==> src/rtl/txsched_pkg.sv <==
package txsched_pkg;

    localparam int FIELD_W = 4;

    typedef enum logic [FIELD_W-1:0] {
        ST_EMPTY = 4'd0,
        ST_READY = 4'd1,
        ST_OK    = 4'd2,
        ST_ERR   = 4'd3,
        ST_ABORT = 4'd4
    } buf_st_e;

    typedef enum logic {
        SCH_IDLE = 1'b0,
        SCH_BUSY = 1'b1
    } sched_st_e;

    typedef struct packed {
        logic do_abort;
        logic do_ready;
        logic do_empty;
    } cmd_ops_t;

    // Apply the three operations in their fixed order to one buffer state.
    function automatic logic [FIELD_W-1:0] step_state(input logic [FIELD_W-1:0] cur,
                                                      input cmd_ops_t op);
        logic [FIELD_W-1:0] s;
        s = cur;
        if (op.do_abort && s == ST_READY)
            s = ST_ABORT;
        if (op.do_ready && (s == ST_EMPTY || s == ST_OK || s == ST_ERR || s == ST_ABORT))
            s = ST_READY;
        if (op.do_empty && (s == ST_OK || s == ST_ERR || s == ST_ABORT))
            s = ST_EMPTY;
        return s;
    endfunction

endpackage

==> src/rtl/txsched_cmd_unit.sv <==
module txsched_cmd_unit
    import txsched_pkg::*;
#(
    parameter int NUM_BUF = 4,
    parameter int SEL_W   = 8,
    parameter int IDX_W   = 2
) (
    input  logic                       core_en,
    input  logic                       cmd_valid,
    input  logic [SEL_W-1:0]           cmd_sel,
    input  cmd_ops_t                   cmd_op,
    input  logic                       lock_valid,
    input  logic [IDX_W-1:0]           lock_idx,
    input  logic [NUM_BUF*FIELD_W-1:0] cur_word,
    output logic [NUM_BUF*FIELD_W-1:0] nxt_word
);

    localparam int USED_SEL = (SEL_W < NUM_BUF) ? SEL_W : NUM_BUF;

    for (genvar g = 0; g < NUM_BUF; g++) begin : g_buf
        logic hit;
        logic [FIELD_W-1:0] cur_f;
        if (g < USED_SEL) begin : g_sel
            assign hit = cmd_valid && core_en && cmd_sel[g]
                         && !(lock_valid && lock_idx == IDX_W'(g));
        end else begin : g_nosel
            assign hit = 1'b0;
        end
        assign cur_f = cur_word[g*FIELD_W +: FIELD_W];
        assign nxt_word[g*FIELD_W +: FIELD_W] = hit ? step_state(cur_f, cmd_op) : cur_f;
    end

    if (SEL_W > NUM_BUF) begin : g_spare
        logic spare_sel_unused;
        assign spare_sel_unused = ^cmd_sel[SEL_W-1:NUM_BUF];
    end

endmodule

==> src/rtl/txsched_picker.sv <==
module txsched_picker
    import txsched_pkg::*;
#(
    parameter int NUM_BUF = 4,
    parameter int PRIO_W  = 3,
    parameter int IDX_W   = 2
) (
    input  logic [NUM_BUF*FIELD_W-1:0] state_word,
    input  logic [NUM_BUF*FIELD_W-1:0] prio_word,
    output logic                       found,
    output logic [IDX_W-1:0]           pick_idx
);

    localparam logic [FIELD_W-1:0] PMASK = FIELD_W'((1 << PRIO_W) - 1);

    always_comb begin
        logic [FIELD_W-1:0] best;
        logic [FIELD_W-1:0] pv;
        best     = '0;
        found    = 1'b0;
        pick_idx = '0;
        for (int i = 0; i < NUM_BUF; i++) begin
            pv = prio_word[i*FIELD_W +: FIELD_W] & PMASK;
            if (state_word[i*FIELD_W +: FIELD_W] == ST_READY && pv > best) begin
                best     = pv;
                pick_idx = IDX_W'(i);
                found    = 1'b1;
            end
        end
    end

endmodule

==> src/rtl/txsched_top.sv <==
module txsched_top
    import txsched_pkg::*;
#(
    parameter int NUM_BUF = 4,
    parameter int SEL_W   = 8,
    parameter int PRIO_W  = 3,
    parameter int CNT_W   = 32,
    localparam int IDX_W  = (NUM_BUF > 1) ? $clog2(NUM_BUF) : 1,
    localparam int WORD_W = NUM_BUF * 4
) (
    input  logic              clk,
    input  logic              rst,
    input  logic              core_en,
    input  logic              cmd_valid,
    input  logic [SEL_W-1:0]  cmd_sel,
    input  logic              cmd_abort,
    input  logic              cmd_set_ready,
    input  logic              cmd_set_empty,
    input  logic              cnt_clr,
    input  logic [WORD_W-1:0] prio_word,
    output logic              tx_req,
    output logic [IDX_W-1:0]  tx_idx,
    input  logic              tx_done,
    input  logic              tx_fail,
    output logic [WORD_W-1:0] state_word,
    output logic              txnf,
    output logic [CNT_W-1:0]  tx_cnt,
    output logic              irq_tx,
    output logic              irq_bufcmd
);

    sched_st_e          fsm_q, fsm_d;
    logic [IDX_W-1:0]   idx_q, idx_d;
    logic [WORD_W-1:0]  st_q, st_d, cmd_next;
    logic [CNT_W-1:0]   cnt_q, cnt_d;
    logic               ev_q, ev_d;
    logic               pick_found;
    logic [IDX_W-1:0]   pick_idx;
    logic               launch;
    logic               lock_valid;
    logic [IDX_W-1:0]   lock_idx;
    cmd_ops_t           op;

    assign op.do_abort = cmd_abort;
    assign op.do_ready = cmd_set_ready;
    assign op.do_empty = cmd_set_empty;

    txsched_picker #(
        .NUM_BUF (NUM_BUF),
        .PRIO_W  (PRIO_W),
        .IDX_W   (IDX_W)
    ) u_pick (
        .state_word (st_q),
        .prio_word  (prio_word),
        .found      (pick_found),
        .pick_idx   (pick_idx)
    );

    assign launch     = (fsm_q == SCH_IDLE) && core_en && pick_found;
    assign lock_valid = (fsm_q == SCH_BUSY) || launch;
    assign lock_idx   = (fsm_q == SCH_BUSY) ? idx_q : pick_idx;

    txsched_cmd_unit #(
        .NUM_BUF (NUM_BUF),
        .SEL_W   (SEL_W),
        .IDX_W   (IDX_W)
    ) u_cmd (
        .core_en    (core_en),
        .cmd_valid  (cmd_valid),
        .cmd_sel    (cmd_sel),
        .cmd_op     (op),
        .lock_valid (lock_valid),
        .lock_idx   (lock_idx),
        .cur_word   (st_q),
        .nxt_word   (cmd_next)
    );

    always_comb begin
        st_d  = cmd_next;
        fsm_d = fsm_q;
        idx_d = idx_q;
        ev_d  = 1'b0;
        case (fsm_q)
            SCH_IDLE: begin
                if (launch) begin
                    fsm_d = SCH_BUSY;
                    idx_d = pick_idx;
                end
            end
            SCH_BUSY: begin
                if (tx_done) begin
                    st_d[idx_q*FIELD_W +: FIELD_W] = tx_fail ? ST_ERR : ST_OK;
                    fsm_d = SCH_IDLE;
                    ev_d  = !tx_fail;
                end
            end
            default: fsm_d = SCH_IDLE;
        endcase
    end

    always_comb begin
        if (cnt_clr)
            cnt_d = '0;
        else if (ev_d)
            cnt_d = cnt_q + CNT_W'(1);
        else
            cnt_d = cnt_q;
    end

    always_ff @(posedge clk) begin
        if (rst) begin
            fsm_q <= SCH_IDLE;
            idx_q <= '0;
            st_q  <= {NUM_BUF{ST_EMPTY}};
            cnt_q <= '0;
            ev_q  <= 1'b0;
        end else begin
            fsm_q <= fsm_d;
            idx_q <= idx_d;
            st_q  <= st_d;
            cnt_q <= cnt_d;
            ev_q  <= ev_d;
        end
    end

    always_comb begin
        txnf = 1'b0;
        for (int i = 0; i < NUM_BUF; i++)
            if (st_q[i*FIELD_W +: FIELD_W] == ST_EMPTY)
                txnf = 1'b1;
    end

    assign tx_req     = (fsm_q == SCH_BUSY);
    assign tx_idx     = idx_q;
    assign state_word = st_q;
    assign tx_cnt     = cnt_q;
    assign irq_tx     = ev_q;
    assign irq_bufcmd = ev_q;

endmodule

==> config.mk <==
export PLATFORM = sky130hd
export DESIGN_NAME = txsched_top
export DESIGN_NICKNAME = d
export VERILOG_FILES = /design/src/rtl/txsched_pkg.sv /design/src/rtl/txsched_cmd_unit.sv /design/src/rtl/txsched_picker.sv /design/src/rtl/txsched_top.sv
export SDC_FILE = /design/constraint.sdc
export NUM_CORES = 1
export LEC_CHECK = 0
export ABC_AREA = 0
export BUFFER_PORTS_ARGS = -buffer_cell sky130_fd_sc_hd__buf_4
export CAP_MARGIN = 40
export CORE_ASPECT_RATIO = 0.5
export CORE_MARGIN = 2
export CORE_UTILIZATION = 40
export DETAILED_ROUTE_END_ITERATION = 12
export GPL_ROUTABILITY_DRIVEN = 0
export PLACE_DENSITY_LB_ADDON = 0.08
export REMOVE_ABC_BUFFERS = 1
export SYNTH_ARGS = -nofsm -noshare
export SYNTH_HDL_FRONTEND = slang
export SYNTH_SLANG_ARGS = --single-unit
==> constraint.sdc <==
create_clock -name clk -period 7.3 [get_ports clk]
set_clock_uncertainty 0.1 [all_clocks]
set_input_delay 1.46 -clock clk [delete_from_list [all_inputs] [get_ports clk]]
set_output_delay 1.46 -clock clk [all_outputs]
set_load 0.01 [all_outputs]
==> out/metrics.yaml <==
netlist.area_leader.share_pct: 32.1
diodes: 0
dr.pass1.iters: 4
drv_slew: 0
syn_to_final_growth_pct: 24.2
maxCapViolations: 0
fin_nets: 510
cts_tree: "yes"
worst_pin_slew_ns: 0.596
stdcell_area_sq_um: 4020
synth_edf_count: 0
die_area_sq_um: 8870
grtUsageMet1_pct: 23.1
fin_ws_ns: 1.44
critical_path_arrival_ns: 5.93
yosysMostFrequentCell: "dfxtp_1"
postCtsSetupRepairBufs: 0
syn_inst: 397
drc: 0
cts_buffers: 5
placed_area_sq_um: 3870
antenna_found_initial: 0
max-slew-margin-rel_pct: 60.3
dp_slack_ns: 1.12
rsz0062_at_grt: "false"
crit_type: "input pin to flop"
clkLatencyLatePin_ns: 0.30
vias: 3217
worstPathMaxFanout: 8
grt-ovfl-total: 0
use_met3_pct: 4.80
top_usage_layer: "met2"
cpPeakStageDelay_ns: 0.42
io_pins: 88
synthDistinctLibCells: 61
grt_max_degree: 33
synthTopCellsByCount: "52 x dfxtp_1, 48 x nor2_1, 29 x nand2_1, 23 x nand3_1, 22 x a21oi_1"
grt_first_pass_wirelength_mm: 14.1
fin_setup_tns_ns: 0
fin_crit_sh_pct: 80.3
ys_seq_area_share_pct: 32.1
first_global_vias: 3012
synthArstFlopShare_pct: 0
max_freq_mhz: 171
wl_mm: 8.70
port_buffers: 79
cts-root-buf: "clkbuf_16"
start_kind: "input pin"
slowest_stage: "a311o_1"
dp_hpwl_mm: 6.60
synthesis.area_sq_um: 3240
crit_path_end_kind: "flop"
cp.required_ns: 7.37
avgViaCountPerCell: 5.59
yosys-top-cells-area: "dfxtp_1 32%, nor2_1 5.6%, ha_1 5.4%"
die-height_microns: 67.6
outcome: "complete, no violations"
yosys.area.top_type: "dfxtp_1"
ctsLongestPathBuffers: 2
detail-route-antenna-nets: 0
syn_avg_cell_area_sq_um: 8.16
synth_seq_cells: 52
grt_usage_pct: 19.8
post-route-min-period_ns: 5.86
cts_hold_buf: 0
die_w_microns: 131
drive_above_1_share_pct: 21.6
rows: 23
initial_core_util_pct: 40.9
cts_resized: 0
cts_sinks: 52
crit_chain: "buf_4 -> nand2_1 -> ha_1 -> nand2_1 -> o21ai_0 -> and2_1 -> nor2_1 -> a21oi_1 -> ha_1 -> and3b_1 -> o211a_1 -> a211o_1 -> o21ai_0 -> ha_1 -> and3b_1 -> o211a_1 -> a311o_1 -> o211a_1 -> o41ai_1 -> a31oi_1"
ys.flop_type: "dfxtp_1"
drtIter0Drc: 150
ir_drop_uv: 74.6
hold_path_class: "flop to flop"
htreeDepth: 2
coreArea_sq_um: 7910
power_density_nw_per_um2: 151
avgRoutedWirePerCell_microns: 15.1
setup_viol: 0
final_hold_viol_count: 0
clk_pin_slew_ns: 0.07
ys_warn_count: 0
p_leak_nw: 1.63
grt_use_met2_pct: 36.4
## stage by stage
step                      cells  hold WS (ns)  util (%)  power, mW
final                       575         0.401      50.8      0.609
after global routing        575         0.424      50.8      0.635
after CTS                   575         0.403      50.8      0.615
after detailed placement    567         0.393      49.0      0.377
after global placement      567         0.375      49.0      0.374
after floorplan             376         0.402         -      0.344
## layout make-up
class / instances / area (sq um)
multi-input combinational: 307 / 2040
tap: 112 / 140
fill: 804 / 3890
clock inverter: 2 / 16.3
sequential: 52 / 1040
timing repair buffer: 79 / 593
inverter: 17 / 63.8
clock buffer: 6 / 129
## cell families after synthesis
logic type	synth area share, %
compound gates	19.9
xor+xnor	6.76
fa+ha+maj	5.41
buf+inv	4.95
flops	32.1
mux	1.62
simple gates	29.2
## metal layers
metal / vias up / share of wire, %
li1: 1578 / -
met1: 1531 / 46
met2: 95 / 48
met3: 13 / 4.8
met4: 0 / 1.5
met5: - / 0
## flip-flops by register name (all words and copies together), names as in the netlist
register / cells
irq_bufcmd: 1
tx_idx: 2
tx_cnt: 32
tx_req: 1
state_word: 16
## power by group
group          internal [mW]  switching [mW]  total (mW)
registers              0.286         0.00570       0.292
logic                 0.0345          0.0448      0.0793
clock network          0.128           0.110       0.238
total                  0.449           0.160       0.609
## placed cells by master, fill, tap and decap left out, types with 3 or more instances in the layout
| cell | count |
|---|---|
| nand3_1 | 23 |
| clkbuf_16 | 5 |
| xnor2_1 | 10 |
| nor4b_1 | 3 |
| o31ai_1 | 3 |
| a31oi_1 | 5 |
| inv_1 | 17 |
| a21o_1 | 4 |
| nor3_1 | 4 |
| o211a_1 | 3 |
| mux2i_1 | 3 |
| nand2_1 | 29 |
| o22ai_1 | 3 |
| buf_4 | 79 |
| or3_1 | 7 |
| nand3b_1 | 3 |
| dfxtp_1 | 52 |
| ha_1 | 14 |
| xor2_1 | 15 |
| nand4_1 | 9 |
| and3b_1 | 3 |
| a211o_1 | 3 |
| a21oi_1 | 22 |
| nor4_1 | 6 |
| and4_1 | 4 |
| o211ai_1 | 5 |
| o21ai_0 | 20 |
| and3_1 | 13 |
| and2_1 | 9 |
| nor2_1 | 48 |
## worst paths after layout
path | from | end | slack, ns | depth (start not counted)
setup / recovery | prio_word[2] | state_word[12] | 1.44 | 20
hold / removal | tx_cnt[31] | tx_cnt[31] | 0.40 | 2
setup reg to reg | state_word[1] | state_word[12] | 1.64 | 20
hold reg to reg | tx_cnt[31] | tx_cnt[31] | 0.40 | 2
## worst max-delay path, delay by kind of cell
kind	cells	cell delay (ns)
fa+ha+maj	3	0.93
compound gates	10	2.48
buf+inv	1	0.09
simple gates	6	0.98
(Power assumes the default switching activity.)
